`src/rtl/evict_router_pkg.sv`:
```
package evict_router_pkg;

  // request class codes
  localparam logic [2:0] CLS_PLAIN       = 3'd0;
  localparam logic [2:0] CLS_TOUCH_T     = 3'd1;
  localparam logic [2:0] CLS_TOUCH_ST_T  = 3'd2;
  localparam logic [2:0] CLS_VLOAD_HINT  = 3'd3;
  localparam logic [2:0] CLS_VSTORE_HINT = 3'd4;
  localparam logic [2:0] CLS_INVAL       = 3'd5;

  typedef enum logic [1:0] {
    ROUTE_DROP = 2'd0,
    ROUTE_L2   = 2'd1,
    ROUTE_MEM  = 2'd2
  } route_t;

  // strobes from control to datapath
  typedef struct packed {
    logic applyReq;   // update marks of reqLine
    logic clearLine;  // eviction accepted: clear marks of evLine
    logic capture;    // latch victim into the pending register
  } ctrlStrobes_t;

  function automatic logic isTransientClass(input logic [2:0] cls);
    return (cls == CLS_TOUCH_T) || (cls == CLS_TOUCH_ST_T) ||
           (cls == CLS_VLOAD_HINT) || (cls == CLS_VSTORE_HINT);
  endfunction

endpackage

```
`src/rtl/evict_router_meta.sv`:
```
module evict_router_meta
  import evict_router_pkg::*;
#(
  parameter int NUM_LINES = 16,
  parameter int LINE_W    = $clog2(NUM_LINES)
) (
  input  logic              clk,
  input  logic              rst_n,
  input  ctrlStrobes_t      strb,
  input  logic [2:0]        reqClass,
  input  logic [LINE_W-1:0] reqLine,
  input  logic              reqWrite,
  input  logic [LINE_W-1:0] evLine,
  output logic              victimTrans,
  output logic              victimDirty,
  output logic [LINE_W-1:0] pendLine,
  output logic              pendDirty
);

  logic [NUM_LINES-1:0] transFlag;
  logic [NUM_LINES-1:0] dirtyFlag;

  logic reqIsTrans;
  logic reqIsInval;

  always_comb begin
    reqIsTrans = isTransientClass(reqClass);
    reqIsInval = (reqClass == CLS_INVAL);
  end

  for (genvar i = 0; i < NUM_LINES; i++) begin : g_line
    logic reqHit;
    logic evHit;

    always_comb begin
      reqHit = strb.applyReq && (reqLine == LINE_W'(i));
      evHit  = strb.clearLine && (evLine == LINE_W'(i));
    end

    always_ff @(posedge clk) begin
      if (!rst_n) begin
        transFlag[i] <= 1'b0;
        dirtyFlag[i] <= 1'b0;
      end else if (reqHit) begin
        if (reqIsInval) begin
          transFlag[i] <= 1'b0;
          dirtyFlag[i] <= 1'b0;
        end else begin
          transFlag[i] <= reqIsTrans;
          // a same-cycle eviction wipes the old dirty state first
          dirtyFlag[i] <= reqWrite | (dirtyFlag[i] & ~evHit);
        end
      end else if (evHit) begin
        transFlag[i] <= 1'b0;
        dirtyFlag[i] <= 1'b0;
      end
    end
  end

  always_comb begin
    victimTrans = transFlag[evLine];
    victimDirty = dirtyFlag[evLine];
  end

  always_ff @(posedge clk) begin
    if (!rst_n) begin
      pendLine  <= '0;
      pendDirty <= 1'b0;
    end else if (strb.capture) begin
      pendLine  <= evLine;
      pendDirty <= victimDirty;
    end
  end

endmodule

```
`src/rtl/evict_router_ctrl.sv`:
```
module evict_router_ctrl
  import evict_router_pkg::*;
(
  input  logic         clk,
  input  logic         rst_n,
  input  logic         reqValid,
  input  logic         evValid,
  input  logic         victimTrans,
  input  logic         victimDirty,
  input  logic         l2Ready,
  input  logic         memReady,
  output ctrlStrobes_t strb,
  output logic         evReady,
  output logic         l2Valid,
  output logic         memValid
);

  logic   pendValid;
  logic   pendToMem;
  route_t route;
  logic   accept;
  logic   drained;

  always_comb begin
    if (!victimTrans)     route = ROUTE_L2;
    else if (victimDirty) route = ROUTE_MEM;
    else                  route = ROUTE_DROP;
  end

  always_comb begin
    evReady        = !pendValid;
    accept         = evValid && evReady;
    strb.applyReq  = reqValid;
    strb.clearLine = accept;
    strb.capture   = accept && (route != ROUTE_DROP);
    l2Valid        = pendValid && !pendToMem;
    memValid       = pendValid && pendToMem;
    drained        = (l2Valid && l2Ready) || (memValid && memReady);
  end

  always_ff @(posedge clk) begin
    if (!rst_n) begin
      pendValid <= 1'b0;
      pendToMem <= 1'b0;
    end else if (strb.capture) begin
      pendValid <= 1'b1;
      pendToMem <= (route == ROUTE_MEM);
    end else if (drained) begin
      pendValid <= 1'b0;
    end
  end

endmodule

```
`src/rtl/evict_router.sv`:
```
module evict_router
  import evict_router_pkg::*;
#(
  parameter int NUM_LINES = 16,
  localparam int LINE_W   = $clog2(NUM_LINES)
) (
  input  logic              clk,
  input  logic              rst_n,
  input  logic              reqValid,
  input  logic [2:0]        reqClass,
  input  logic [LINE_W-1:0] reqLine,
  input  logic              reqWrite,
  input  logic              evValid,
  input  logic [LINE_W-1:0] evLine,
  output logic              evReady,
  output logic              l2Valid,
  input  logic              l2Ready,
  output logic [LINE_W-1:0] l2Line,
  output logic              l2Dirty,
  output logic              memValid,
  input  logic              memReady,
  output logic [LINE_W-1:0] memLine
);

  ctrlStrobes_t      strb;
  logic              victimTrans;
  logic              victimDirty;
  logic [LINE_W-1:0] pendLine;
  logic              pendDirty;

  evict_router_ctrl u_ctrl (
    .clk         (clk),
    .rst_n       (rst_n),
    .reqValid    (reqValid),
    .evValid     (evValid),
    .victimTrans (victimTrans),
    .victimDirty (victimDirty),
    .l2Ready     (l2Ready),
    .memReady    (memReady),
    .strb        (strb),
    .evReady     (evReady),
    .l2Valid     (l2Valid),
    .memValid    (memValid)
  );

  evict_router_meta #(
    .NUM_LINES (NUM_LINES),
    .LINE_W    (LINE_W)
  ) u_meta (
    .clk         (clk),
    .rst_n       (rst_n),
    .strb        (strb),
    .reqClass    (reqClass),
    .reqLine     (reqLine),
    .reqWrite    (reqWrite),
    .evLine      (evLine),
    .victimTrans (victimTrans),
    .victimDirty (victimDirty),
    .pendLine    (pendLine),
    .pendDirty   (pendDirty)
  );

  always_comb begin
    l2Line  = pendLine;
    l2Dirty = pendDirty;
    memLine = pendLine;
  end

endmodule

```
`config.mk`:
```
export PLATFORM = sky130hd
export DESIGN_NAME = evict_router
export DESIGN_NICKNAME = d
export VERILOG_FILES = /design/src/rtl/evict_router_pkg.sv /design/src/rtl/evict_router_meta.sv /design/src/rtl/evict_router_ctrl.sv /design/src/rtl/evict_router.sv
export SDC_FILE = /design/constraint.sdc
export NUM_CORES = 1
export LEC_CHECK = 0
export BUFFER_PORTS_ARGS = -buffer_cell sky130_fd_sc_hd__buf_2
export CORE_MARGIN = 2
export CORE_UTILIZATION = 59
export CTS_BUF_LIST = sky130_fd_sc_hd__clkbuf_4
export CTS_CLUSTER_DIAMETER = 150
export CTS_CLUSTER_SIZE = 28
export DETAILED_ROUTE_END_ITERATION = 6
export GPL_TIMING_DRIVEN = 0
export PLACE_DENSITY = 0.87
export SYNTH_ARGS = -nofsm -noshare
export SYNTH_HDL_FRONTEND = slang
export SYNTH_SLANG_ARGS = --single-unit
```
`constraint.sdc`:
```
create_clock -name clk -period 2.4 [get_ports clk]
set_input_delay 0.36 -clock clk [delete_from_list [all_inputs] [get_ports clk]]
set_output_delay 0.36 -clock clk [all_outputs]
set_load 0.02 [all_outputs]
```
# Word-level counts from Yosys, hierarchy flattened
# Index checks and enable logic that the tools add are counted.
# W data, S select, Z words.
[totals] output_inout_bits=12 wordCells=258 in_bits=18 regBits=39
[op_classes] bitwise_logic=48 order_cmp=1 n_eq_ne=36 reduce_logical=64 muxes=73
[op_table] cell="$mux W1" count=69
[op_table] cell="$eq A4 B4 Y1 const B" count=16
[op_table] cell="$logic_and A1 B1 Y1" count=38
[op_table] cell="$reduce_bool A2 Y1" count=18
[op_table] cell="$eq A4 B3 Y1 const B" count=8
[op_table] cell="$and A1 B1 Y1" count=16
[op_table] cell="$eq A4 B2 Y1 const B" count=4
[op_table] cell="$not A1 Y1" count=16
[op_table] cell="$or A1 B1 Y1" count=16
[op_table] cell="$bmux W1 S4" count=2
[op_table] cell="$eq A4 B1 Y1 const B" count=2
[op_table] cell="$logic_not A4 Y1" count=2
[op_table] cell="$eq A3 B2 Y1 const B" count=2
[op_table] cell="$eq A3 B3 Y1 const B" count=2
[op_table] cell="$lt A4 B5 Y1 const B" count=1
[op_table] cell="$logic_or A1 B1 Y1" count=4
[op_table] cell="$mux W2" count=2
[op_table] cell="$eq A3 B1 Y1 const B" count=1
[op_table] cell="$eq A2 B2 Y1 const B" count=1
[op_table] cell="$logic_not A1 Y1" count=2

# Depth between registers and ports, before layout
# Gate-level depths: netlist of run 1.
[depth] depth_word=8 ltp_mapped=7

# Modules after synthesis
# Synthesis of run 1 repeated with hierarchy kept, for this count alone.
[hier_totals] cells_unflattened=251 hier_area_um2=2282.2
[by_module_without_submodules] mod="evict_router_meta" cells_each=230 n_inst=1 area_per_inst_um2=2107.0 seq_area_each_um2=740.7
[by_module_without_submodules] mod="evict_router_ctrl" cells_each=17 n_inst=1 area_per_inst_um2=145.1 seq_area_each_um2=40.0
[by_module_without_submodules] mod="evict_router" cells_each=4 n_inst=1 area_per_inst_um2=30.0 seq_area_each_um2=0.0

# Worst setup path after synthesis of run 1
# Ideal clock, no wire load.
[synth_path] kind="input -> register" from="input evLine[0]" to="register u_ctrl.pendValid" cell_stages=6 setup_slack_ns=0.594 t_arrival_ns=1.691 setup_time_ns=0.115 path_cell_list="buf_2 inv_1 mux4_2 a22oi_4 nand3_4 o21a_1"
[synth_between] elab_chain_cells=7
[synth_rtl] element="from (decl)" line="evict_router.sv:14" source="input logic [LINE_W-1:0] evLine,"
[synth_rtl] element="$bmux W1 S4" line="evict_router_meta.sv:62" source="victimDirty = dirtyFlag[evLine];"
[synth_rtl] element="$mux W1 (not written as such)" line="evict_router_meta.sv:62"
[synth_rtl] element="$mux W2" line="evict_router_ctrl.sv:26" source="else if (victimDirty) route = ROUTE_MEM;"
[synth_rtl] element="$mux W2 *" line="evict_router_ctrl.sv:25" source="if (!victimTrans) route = ROUTE_L2;"
[synth_rtl] element="$reduce_bool A2 Y1 *" line="evict_router_ctrl.sv:35" source="strb.capture = accept && (route != ROUTE_DROP);"
[synth_rtl] element="$logic_and A1 B1 Y1 *" line="evict_router_ctrl.sv:35"
[synth_rtl] element="$mux W1 or $reduce_bool A2 Y1 (tied branches)"
[synth_rtl] element="to (signal assigned)" line="evict_router_ctrl.sv:43" source="pendValid <= 1'b0;"
[synth_rtl] element="to (signal assigned)" line="evict_router_ctrl.sv:46" source="pendValid <= 1'b1;"
[synth_rtl] element="to (signal assigned)" line="evict_router_ctrl.sv:49" source="pendValid <= 1'b0;"
[synth_rtl] element="to (decl)" line="evict_router_ctrl.sv:18" source="logic pendValid;"
# Mark *: on every way between the ends. The rest lies on a longest branch, timed or not. The select of a mux whose other input is x is not followed.
# A chain may end at the register's enable or synchronous reset.

# Final worst setup path of run 1
[layout_path] from="input reqClass[1]" to="register u_meta.transFlag[2]"
[layout_between] elab_chain_cells=6
[layout_rtl] element="from (decl)" line="evict_router.sv:10" source="input logic [2:0] reqClass,"
[layout_rtl] element="$eq A3 B1 Y1 or $eq A3 B2 Y1 (tied branches)" line="evict_router_pkg.sv:25" source="return (cls == CLS_TOUCH_T) || (cls == CLS_TOUCH_ST_T) ||"
[layout_rtl] element="$logic_or A1 B1 Y1 (2 in a row)" line="evict_router_pkg.sv:25"
[layout_rtl] element="$logic_or A1 B1 Y1" line="evict_router_pkg.sv:26" source="(cls == CLS_VLOAD_HINT) || (cls == CLS_VSTORE_HINT);"
[layout_rtl] element="$mux W1 *" line="evict_router_meta.sv:45" source="if (reqIsInval) begin"
[layout_rtl] element="$mux W1 *" line="evict_router_meta.sv:44" source="end else if (reqHit) begin"
[layout_rtl] element="to (signal, indexed assignment)" line="evict_router_meta.sv:49" source="transFlag[i] <= reqIsTrans;"
[layout_rtl] element="to (decl)" line="evict_router_meta.sv:20" source="logic [NUM_LINES-1:0] transFlag;"
# Mark *: on every way between the ends. The rest lies on a longest branch, timed or not.

==> results of run 1 <==
cells by family (layout without fill, tap and decap cells):
kind of cell	Yosys count	count (layout)
XOR/XNOR	1	1
multiplexers	20	20
flip-flops	39	39
buffers and inverters	30	63
AND/OR/NAND/NOR	120	120
AO/OA/AOI/OAI	58	58
worst min-delay path: stages:
cell	delay (ps)
sky130_fd_sc_hd__buf_2	120
sky130_fd_sc_hd__nand2_1	60
sky130_fd_sc_hd__mux2i_1	50
placed cells by master (no fill, tap or decap), types with 2 or more instances in the layout:
cell,instances
sky130_fd_sc_hd__a21oi_1,2
sky130_fd_sc_hd__a31oi_1,17
sky130_fd_sc_hd__buf_2,26
sky130_fd_sc_hd__clkbuf_1,16
sky130_fd_sc_hd__nand3_1,9
sky130_fd_sc_hd__nand4_1,2
sky130_fd_sc_hd__and3_1,3
sky130_fd_sc_hd__clkinv_1,2
sky130_fd_sc_hd__o21ai_0,17
sky130_fd_sc_hd__nor3_1,2
sky130_fd_sc_hd__and3b_1,2
sky130_fd_sc_hd__nor2_1,49
sky130_fd_sc_hd__buf_4,5
sky130_fd_sc_hd__inv_1,6
sky130_fd_sc_hd__mux2i_1,16
sky130_fd_sc_hd__a22oi_1,3
sky130_fd_sc_hd__nand2_1,37
sky130_fd_sc_hd__a32oi_1,12
sky130_fd_sc_hd__clkbuf_4,6
sky130_fd_sc_hd__dfxtp_1,39
sky130_fd_sc_hd__mux4_2,4
sky130_fd_sc_hd__nor2b_1,11
power breakdown:
group          leakage, nW  internal [mW]  switching (mW)
registers            0.316          0.664          0.0111
clock network       0.0307          0.120           0.219
logic                0.589         0.0841           0.154
per-stage QoR:
step / util, % / instance area (um2) / hold WS (ps) / power (mW)
after floorplan: - / 2121 / 434.1 / 0.8506
after global placement: 67.96 / 2303 / 443.9 / 0.9194
after detailed placement: 67.96 / 2303 / 449.3 / 0.9225
after CTS: 69.51 / 2356 / 277.1 / 1.244
after global routing: 69.51 / 2356 / 275.1 / 1.305
final: 69.51 / 2356 / 270.5 / 1.252
final timing paths:
path | slack (ps) | startpoint | cells past startpoint | endpoint
setup / recovery | 620 | reqClass[1] | 7 | u_meta.transFlag[2]
hold reg to reg | 470 | u_meta.dirtyFlag[14] | 2 | u_meta.dirtyFlag[14]
setup reg to reg | 700 | u_meta.dirtyFlag[11] | 4 | u_ctrl.pendValid
hold / removal | 270 | rst_n | 3 | u_meta.pendLine[0]
per-layer routing:
layer	wire length (um)	track usage (%)
met5	0	0
met4	144	13.04
met3	668	8.979
met2	2581	47.27
met1	2313	38.03
sequential cells by signal (all words and copies together) (netlist names):
register / cells
u_meta.transFlag: 16
u_ctrl.pendToMem: 1
u_meta.pendLine: 4
u_meta.pendDirty: 1
u_ctrl.pendValid: 1
u_meta.dirtyFlag: 16
cell type report:
cell class	count	area [um2]
Buffer	24	117.6
Clock buffer	6	45.04
Clock inverter	2	7.507
Fill cell	285	1033
Inverter	6	22.52
Multi-Input combinational cell	199	1200
Sequential cell	39	780.7
Tap cell	46	57.56
Timing Repair Buffer	25	125.1
==> key figures, run 1 <==
Timing
  – Final hold vios: 0
  – Achievable Freq: 561.7 MHz
  – Final Skew: 16.75 ps
  – Relative slew slack: 42.64%
  – Aggregate negative setup slack: 0 ps
  – Least-Margin Pin Slew: 858.6 ps
  – Final setup violation count: 0
  – Final-report max-slew violation count: 0
  – Unrepaired setup endpoints after global routing: no
  – Period minus WS final: 1780 ps
  – Final worst-path setup slack: 619.8 ps
  – Post-route fraction of the period consumed by the critical path: 74.17%

Yosys
  – Synth Area in Compound Gates: 18.88%
  – Main flop type after synthesis: sky130_fd_sc_hd__dfxtp_1
  – EDFF count, synth: 0
  – Fraction of the yosys area taken by sequential cells: 36.81%
  – Post-synth net total: 286
  – Cell with the most instances after synthesis: sky130_fd_sc_hd__nor2_1
  – Post-Synthesis Cell Area: 2121 um2
  – Largest family of logic cells by synthesized area: simple AND/OR/NAND/NOR gates
  – Number of instances in the synthesized netlist: 268
  – Mean post-synth cell area: 7.913 um2
  – Ys Warns: 0
  – Post-synthesis adder-cell area fraction: 0%
  – Top area cells in the synthesized netlist: sky130_fd_sc_hd__dfxtp_1 37%, sky130_fd_sc_hd__nor2_1 8.7%, sky130_fd_sc_hd__mux2i_1 7.6%
  – Area leader, netlist: sky130_fd_sc_hd__dfxtp_1
  – Multiplexer fraction of the synthesized cell area: 11.80%
  – Portion of synthesized cell area occupied by the leading cell type: 36.81%
  – Synthesized flop and latch total: 39
  – Area share of and/or/nand/nor cells after synthesis: 25.49%
  – Synth cell types: 35
  – Synth Area in XOR/XNOR: 0.4130%
  – Top post-synthesis cells by count: 49 x sky130_fd_sc_hd__nor2_1, 39 x sky130_fd_sc_hd__dfxtp_1, 37 x sky130_fd_sc_hd__nand2_1, 17 x sky130_fd_sc_hd__a31oi_1, 17 x sky130_fd_sc_hd__o21ai_0
  – Async set-reset flop share out of synthesis: 0%

Global routing
  – Largest net degree at the start of global routing: 12
  – Total overflow reported by the global router: 0
  – Initial antenna violation count: 0
  – Vias in the first global route: 1,957
  – Global Route Usage Sum: 30.04%
  – Wire length of the first global-routing pass: 9.363 mm

Clock tree
  – Number of buffers created by CTS: 5
  – CTS hold repair buffers: 0
  – Cell chosen for the clock root: sky130_fd_sc_hd__clkbuf_4
  – Number of post-CTS setup repair buffers: 0
  – Maximum root-to-sink buffer count: 2
  – Number of H-tree branching levels: 2
  – Clk Latency, worst-skew pair: 360 ps
  – CTS tree: built
  – Quantity of gates resized following cts: 0
  – Clock edge transition at the registers on the reported setup and hold paths: 120 ps
  – Clock sink total: 39

Setup path
  – Delay-heaviest family, CP: buffers and inverters
  – Data required time of the critical path: 2630 ps
  – Critical path peak fanout: 10
  – Startpoint class of the critical path: input port
  – Element type at the critical path end: flop
  – Worst EP arrival: 2010 ps
  – Most prevalent standard cell on the critical path: sky130_fd_sc_hd__nor2_1
  – Kind of critical path: in2reg
  – Standard cell with the maximum stage delay on the critical path: sky130_fd_sc_hd__xor2_1
  – Critical path, cell by cell: buf_2, nor2_1, xor2_1, clkbuf_1, nor2_1, a31oi_1, nor2_1
  – Number of buffers and inverters on the critical path: 2
  – Critical path's largest stage delay: 600 ps

Floorplan
  – Number of primary I/O pins: 30
  – Overall die area: 4090 um2
  – Height of the chip: 63.96 um
  – Die Span X: 63.96 um
  – Starting utilization of the core area: 62.57%
  – CORE AREA: 3390 um2
  – Site row count: 21

Routing
  – Drt first-iter violations: 222
  – Remaining number of nets flagged by the antenna check after routing: 0
  – Via density per instance: 6.196
  – Wire length per cell after detailed routing: 16.45 um
  – Detailed-route DRC error count: 0
  – Total via count after detailed routing: 2,150
  – Wire length after detailed routing: 5.707 mm
  – 1st-pass router iterations: 5

Place
  – Setup Slack @ Placement: 300.8 ps
  – Final Wtd Congestion: 0.9275
  – Placed wire-length estimate after detailed placement: 4.057 mm
  – Placed Cells: 339
  – Number of port buffers: 25

Job
  – Max-cap check violation count: 0

Layout
  – Number of nets at the end of the flow: 318
  – Number of non-filler instances in the completed layout: 347
  – Antenna cell count: 0
  – Post-synthesis to final-layout area growth: 11.09%
  – Fraction of final layout cells sized beyond drive strength 1: 14.62%

Power
  – Worst IR drop on VDD: 0.3856 mV
  – Total power per unit cell area: 531.6 nW/um2
  – Leakage power: 0.9357 nW

Status
  – Outcome: completed

Min path
  – Hold/Removal Path Class: in2reg
Note: power is estimated with default switching activity, not from simulation.
==> run 2: changes to the inputs <==
--- a/config.mk
+++ b/config.mk
@@ -7,13 +7,13 @@
 export LEC_CHECK = 0
 export BUFFER_PORTS_ARGS = -buffer_cell sky130_fd_sc_hd__buf_2
 export CORE_MARGIN = 2
-export CORE_UTILIZATION = 59
+export CORE_UTILIZATION = 53
 export CTS_BUF_LIST = sky130_fd_sc_hd__clkbuf_4
 export CTS_CLUSTER_DIAMETER = 150
 export CTS_CLUSTER_SIZE = 28
 export DETAILED_ROUTE_END_ITERATION = 6
 export GPL_TIMING_DRIVEN = 0
-export PLACE_DENSITY = 0.87
+export PLACE_DENSITY = 0.83
 export SYNTH_ARGS = -nofsm -noshare
 export SYNTH_HDL_FRONTEND = slang
 export SYNTH_SLANG_ARGS = --single-unit
==> constraint.sdc (replaced) <==
create_clock -name clk -period 1.5 [get_ports clk]
set_input_delay 0.225 -clock clk [delete_from_list [all_inputs] [get_ports clk]]
set_output_delay 0.225 -clock clk [all_outputs]
set_load 0.02 [all_outputs]
==> key figures, run 2 (same netlist as run 1, synthesis figures left out) <==
Timing
  – Final-report max-slew violation count: 0 (unchanged)
  – Final Skew: 13.04 ps (-3.710 ps)
  – Final setup violation count: 7 (+7)
  – Achievable Freq: 608.7 MHz
  – Final hold vios: 0 (unchanged)
  – Final worst-path setup slack: -142.8 ps (-762.6 ps)
  – Relative slew slack: 61.75% (+19 points)
  – Unrepaired setup endpoints after global routing: yes
  – Period minus WS final: 1643 ps
  – Post-Route Hold Slack: 159.6 ps (-110.8 ps)
  – Aggregate negative setup slack: -692.3 ps (-692.3 ps)
  – Post-route fraction of the period consumed by the critical path: 109.5%
  – Least-Margin Pin Slew: 573.8 ps (-284.8 ps)

Global routing
  – Total overflow reported by the global router: 0 (unchanged)
  – Initial antenna violation count: 0 (unchanged)
  – Largest net degree at the start of global routing: 11 (-1)
  – Wire length of the first global-routing pass: 9.487 mm (+1.3%)
  – Vias in the first global route: 1,982 (+1.3%)
  – Global Route Usage Sum: 28.36% (-1.7 points)

Routing
  – Total via count after detailed routing: 2,148 (-0.093%)
  – Remaining number of nets flagged by the antenna check after routing: 0 (unchanged)
  – Wire length per cell after detailed routing: 16.55 um (+0.61%)
  – Via density per instance: 6.120 (-1.2%)
  – Drt first-iter violations: 249 (+12%)
  – Detailed-route DRC error count: 0 (unchanged)
  – 1st-pass router iterations: 5 (unchanged)
  – Wire length after detailed routing: 5.808 mm (+1.8%)

Setup path
  – Worst Reg2Reg Path Length in Cells: 6 (+2)
  – Register-to-Register Setup Slack: -140 ps (-840 ps)
  – Delay-heaviest family, CP: compound AO/OA/AOI/OAI gates
  – Startpoint class of the critical path: flop
  – Worst flop-to-flop path startpoint: u_ctrl.pendValid
  – Kind of critical path: reg2reg
  – Element type at the critical path end: flop
  – Critical path peak fanout: 5 (-5)
  – End of the worst register-to-register path: u_meta.pendLine[1]
  – Data required time of the critical path: 1780 ps (-850 ps)
  – Critical path, cell by cell: nand2b_2, a311oi_1, o211ai_1, buf_4, nand3_4, mux2i_1
  – Standard cell with the maximum stage delay on the critical path: sky130_fd_sc_hd__dfxtp_1
  – Number of buffers and inverters on the critical path: 1 (-1)
  – Worst EP arrival: 1920 ps (-90 ps)
  – Critical path's largest stage delay: 360 ps (-240 ps)

Layout
  – Number of non-filler instances in the completed layout: 351 (+1.2%)
  – Antenna cell count: 0 (unchanged)
  – Most frequent cells in the layout: 49 x sky130_fd_sc_hd__nor2_1, 37 x sky130_fd_sc_hd__nand2_1, 31 x sky130_fd_sc_hd__dfxtp_1
  – Final std cell area, no fill: 2447 um2 (+3.9%)
  – Filler instances: 359 (+26%)
  – Fraction of final layout cells sized beyond drive strength 1: 21.78% (+7.2 points)
  – Commonest non-fill, non-tap cell in the layout: sky130_fd_sc_hd__nor2_1
  – Number of nets at the end of the flow: 322 (+1.3%)
  – Largest regs: u_meta.dirtyFlag x16, u_meta.transFlag x16, u_meta.pendLine x4
  – Final core utilization: 65.37% (-4.1 points)
  – Post-synthesis to final-layout area growth: 15.40%

Floorplan
  – Die Span X: 67.26 um (+5.2%)
  – Site row count: 22 (+4.8%)
  – CORE AREA: 3744 um2 (+10%)
  – Number of primary I/O pins: 30 (unchanged)
  – Overall die area: 4523 um2 (+11%)
  – Height of the chip: 67.26 um (+5.2%)
  – Starting utilization of the core area: 56.65% (-5.9 points)

Power
  – Leakage power: 0.9676 nW (+3.4%)
  – Total power per unit cell area: 816.8 nW/um2 (+54%)
  – Worst IR drop on VDD: 0.4795 mV (+24%)

Place
  – Placed Cells: 341 (+0.59%)
  – Placed wire-length estimate after detailed placement: 4.080 mm (+0.58%)
  – Placed inst area: 2330 um2 (+1.1%)
  – Final Wtd Congestion: 0.9253 (-0.24%)
  – Number of port buffers: 25 (unchanged)

Status
  – Violations in the final reports: setup timing
  – Outcome: finished, violations left

Min path
  – Source of the worst hold timing path: rst_n
  – Worst Hold Depth: 3 (unchanged)
  – Hold endpoint: u_meta.pendLine[0]
  – Hold/Removal Path Class: in2reg

Clock tree
  – Clk Latency, worst-skew pair: 360 ps (about the same)
  – Maximum root-to-sink buffer count: 2 (unchanged)
  – Number of buffers created by CTS: 5 (unchanged)
  – Clock sink total: 39 (unchanged)
  – CTS hold repair buffers: 0 (unchanged)
  – Clock edge transition at the registers on the reported setup and hold paths: 110 ps (about the same)
  – CTS tree: built
  – Cell chosen for the clock root: sky130_fd_sc_hd__clkbuf_4
  – Number of H-tree branching levels: 2 (unchanged)

Job
  – Max-cap check violation count: 0 (unchanged)
-- run 2: changes by cell type in the layout (fill, tap and decap cells not counted), sizes merged --
cell / change
buf: +4
clkinv: -2
-- run 2: layout make-up --
type	count	area [um2]	area share, %
buffer	24	133.9	5.470
clock buffer	6	45.04	1.840
inverter	6	25.02	1.022
multi-input combinational	199	1237	50.56
sequential	39	790.8	32.31
tap	48	60.06	2.454
timing repair buffer	29	155.1	6.339
-- run 2: how the worst max path moves through the flow --
stage	startpoint	cells past startpoint	endpoint	slack (ps)
floorplan	evLine[1]	6	u_ctrl.pendValid	-110
global placement	evLine[1]	6	u_ctrl.pendValid	-430
detailed placement	reqClass[1]	7	u_meta.transFlag[1]	-500
CTS	u_meta.transFlag[1]	5	u_ctrl.pendValid	-100
global route	u_ctrl.pendValid	6	u_meta.pendLine[1]	-170
finish	u_ctrl.pendValid	6	u_meta.pendLine[1]	-140
-- run 2: metal layers --
| layer | wire [um] | global-route usage, % | up-vias |
|---|---|---|---|
| met5 | 0 | 0 | - |
| met4 | 125 | 8.929 | 0 |
| met2 | 2660 | 45.67 | 130 |
| li1 | - | - | 1014 |
| met1 | 2358 | 38.85 | 991 |
| met3 | 664 | 4.833 | 13 |
-- run 2: timing repair --
action,4_1_cts,5_1_grt
buffers inserted,1,3
gates resized for setup,7,9
endpoints found under the hold margin,0,0
endpoints found under the setup margin,23,28
pin swaps,4,2
-- run 2: stage by stage --
step / setup slack (ps) / power, mW
2_1_floorplan: -108.6 / 1.368
3_3_place_gp: -430.4 / 1.479
3_5_place_dp: -499.2 / 1.486
4_1_cts: -96.63 / 1.977
5_1_grt: -166.8 / 2.076
6_report: -142.8 / 1.999
-- run 2: power by group --
group          internal [mW]  switching [mW]  total [mW]
Clock                  0.185           0.328       0.512
Sequential              1.06          0.0193        1.08
Combinational          0.150           0.254       0.404
Total                   1.40           0.601        2.00
-- run 2: worst min-delay path, delay by kind of cell --
| kind | cells | cell delay, ps |
|---|---|---|
| muxes | 1 | 60 |
| buffers and inverters | 1 | 120 |
| and+or+nand+nor | 1 | 60 |
==> run 3: changes to the inputs <==
--- a/config.mk
+++ b/config.mk
@@ -5,7 +5,7 @@
 export SDC_FILE = /design/constraint.sdc
 export NUM_CORES = 1
 export LEC_CHECK = 0
-export BUFFER_PORTS_ARGS = -buffer_cell sky130_fd_sc_hd__buf_2
+export BUFFER_PORTS_ARGS = -buffer_cell sky130_fd_sc_hd__clkbuf_2
 export CORE_MARGIN = 2
 export CORE_UTILIZATION = 53
 export CTS_BUF_LIST = sky130_fd_sc_hd__clkbuf_4
==> key figures, run 3 (same netlist as run 1, synthesis figures left out) <==
Routing
  – Wire length after detailed routing: 5.833 mm (+0.43%)
  – Remaining number of nets flagged by the antenna check after routing: 0 (unchanged)
  – Drt first-iter violations: 199 (-20%)
  – Total via count after detailed routing: 2,136 (-0.56%)
  – Wire length per cell after detailed routing: 16.62 um (+0.43%)
  – 1st-pass router iterations: 5 (unchanged)
  – Via density per instance: 6.085 (-0.56%)
  – Detailed-route DRC error count: 0 (unchanged)

Layout
  – Largest regs: u_meta.dirtyFlag x16, u_meta.transFlag x16, u_meta.pendLine x4
  – Final core utilization: 66.04% (+0.67 points)
  – Antenna cell count: 0 (unchanged)
  – Number of nets at the end of the flow: 322 (unchanged)
  – Most frequent cells in the layout: 49 x sky130_fd_sc_hd__nor2_1, 37 x sky130_fd_sc_hd__nand2_1, 31 x sky130_fd_sc_hd__dfxtp_1
  – Fraction of final layout cells sized beyond drive strength 1: 22.44% (+0.66 points)
  – Commonest non-fill, non-tap cell in the layout: sky130_fd_sc_hd__nor2_1
  – Post-synthesis to final-layout area growth: 16.58%
  – Number of non-filler instances in the completed layout: 351 (unchanged)

Timing
  – Final hold vios: 0 (unchanged)
  – Final Skew: 9.910 ps (-3.128 ps)
  – Final worst-path setup slack: -94.79 ps (+48.00 ps)
  – Final setup violation count: 7 (unchanged)
  – Least-Margin Pin Slew: 582.1 ps (+8.309 ps)
  – Achievable Freq: 627.0 MHz (+3.0%)
  – Final-report max-slew violation count: 0 (unchanged)
  – Unrepaired setup endpoints after global routing: yes
  – Post-route fraction of the period consumed by the critical path: 106.3% (-3.2 points)
  – Post-Route Hold Slack: 154.9 ps (-4.757 ps)
  – Relative slew slack: 61.19% (-0.55 points)
  – Period minus WS final: 1595 ps (-48.00 ps)

Clock tree
  – CTS hold repair buffers: 0 (unchanged)
  – Cell chosen for the clock root: sky130_fd_sc_hd__clkbuf_4
  – Clk Latency, worst-skew pair: 360 ps (about the same)
  – Clock sink total: 39 (unchanged)
  – Maximum root-to-sink buffer count: 2 (unchanged)
  – Number of H-tree branching levels: 2 (unchanged)
  – Number of buffers created by CTS: 5 (unchanged)
  – CTS tree: built
  – Clock edge transition at the registers on the reported setup and hold paths: 110 ps (about the same)

Setup path
  – Element type at the critical path end: flop
  – Worst EP arrival: 1870 ps (-50 ps)
  – Data required time of the critical path: 1770 ps (about the same)
  – Kind of critical path: reg2reg
  – Critical path peak fanout: 5 (unchanged)
  – Startpoint class of the critical path: flop

Min path
  – Hold/Removal Path Class: in2reg

Floorplan
  – Number of primary I/O pins: 30 (unchanged)
  – Die Span X: 67.26 um (unchanged)
  – Height of the chip: 67.26 um (unchanged)
  – Overall die area: 4523 um2 (unchanged)
  – CORE AREA: 3744 um2 (unchanged)
  – Starting utilization of the core area: 56.65% (unchanged)
  – Site row count: 22 (unchanged)

Global routing
  – Vias in the first global route: 1,980 (-0.10%)
  – Initial antenna violation count: 0 (unchanged)
  – Total overflow reported by the global router: 0 (unchanged)
  – Global Route Usage Sum: 27.90% (-0.46 points)
  – Largest net degree at the start of global routing: 11 (unchanged)
  – Wire length of the first global-routing pass: 9.342 mm (-1.5%)

Status
  – Violations in the final reports: setup timing
  – Outcome: finished, violations left

Power
  – Leakage power: 0.9731 nW (+0.56%)
  – Total power per unit cell area: 814.8 nW/um2 (-0.25%)
  – Worst IR drop on VDD: 0.5738 mV (+20%)

Place
  – Final Wtd Congestion: 0.9149 (-1.1%)
  – Placed wire-length estimate after detailed placement: 4.008 mm (-1.8%)
  – Placed Cells: 341 (unchanged)
  – Setup Slack @ Placement: -519.1 ps (-19.87 ps)
  – Number of port buffers: 25 (unchanged)

Job
  – Max-cap check violation count: 0 (unchanged)
## run 3: worst paths after layout
check	start	endpoint	slack [ps]	cells after the start
hold reg to reg	u_meta.dirtyFlag[14]	u_meta.dirtyFlag[14]	470	2
setup / recovery	u_meta.transFlag[7]	u_ctrl.pendValid	-90	5
hold / removal	rst_n	u_meta.pendLine[0]	150	3
setup reg to reg	u_meta.transFlag[7]	u_ctrl.pendValid	-90	5
## run 3: worst max-delay path, stage by stage, from the launching register on
cell                      delay (ps)
sky130_fd_sc_hd__dfxtp_2         350
sky130_fd_sc_hd__mux2i_1          70
sky130_fd_sc_hd__mux4_2          500
sky130_fd_sc_hd__a22oi_4         250
sky130_fd_sc_hd__nand3_4         140
sky130_fd_sc_hd__o21a_1          190
## run 3: what timing repair did
item,CTS,global route
buffers inserted,2,2
gates cloned,0,0
endpoints found under the setup margin,23,22
gates resized for setup,6,16
pin swaps,3,2
## run 3: per-stage QoR
stage / cell area, um2 / setup TNS [ps] / power (mW)
detailed placement: 2330 / -9568 / 1.485
global placement: 2330 / -9277 / 1.480
CTS: 2411 / -279.8 / 1.994
finish: 2472 / -405.7 / 2.014
floorplan: 2145 / -401.2 / 1.368
global route: 2472 / -803.4 / 2.087
## run 3: report_power, final
part	internal [mW]	switching (mW)	total (mW)
sequential	1.06	0.0196	1.08
combinational	0.153	0.262	0.414
clock	0.185	0.332	0.517
total	1.40	0.614	2.01
## run 3: routing by layer
metal  GRT usage, %  routed length, um
met5              0                  0
met1          35.66               2442
met3          6.833                589
met2          44.93               2585
met4          11.73                215
## run 3: layout make-up
class                   count  area [um2]
well taps                  48       60.06
repair buffers             29       155.1
fillers                   348        1271
plain buffers              24       133.9
flip-flops and latches     39       790.8
inverters                   6       25.02
clock buffers               6       45.04
multi-input cells         199        1262
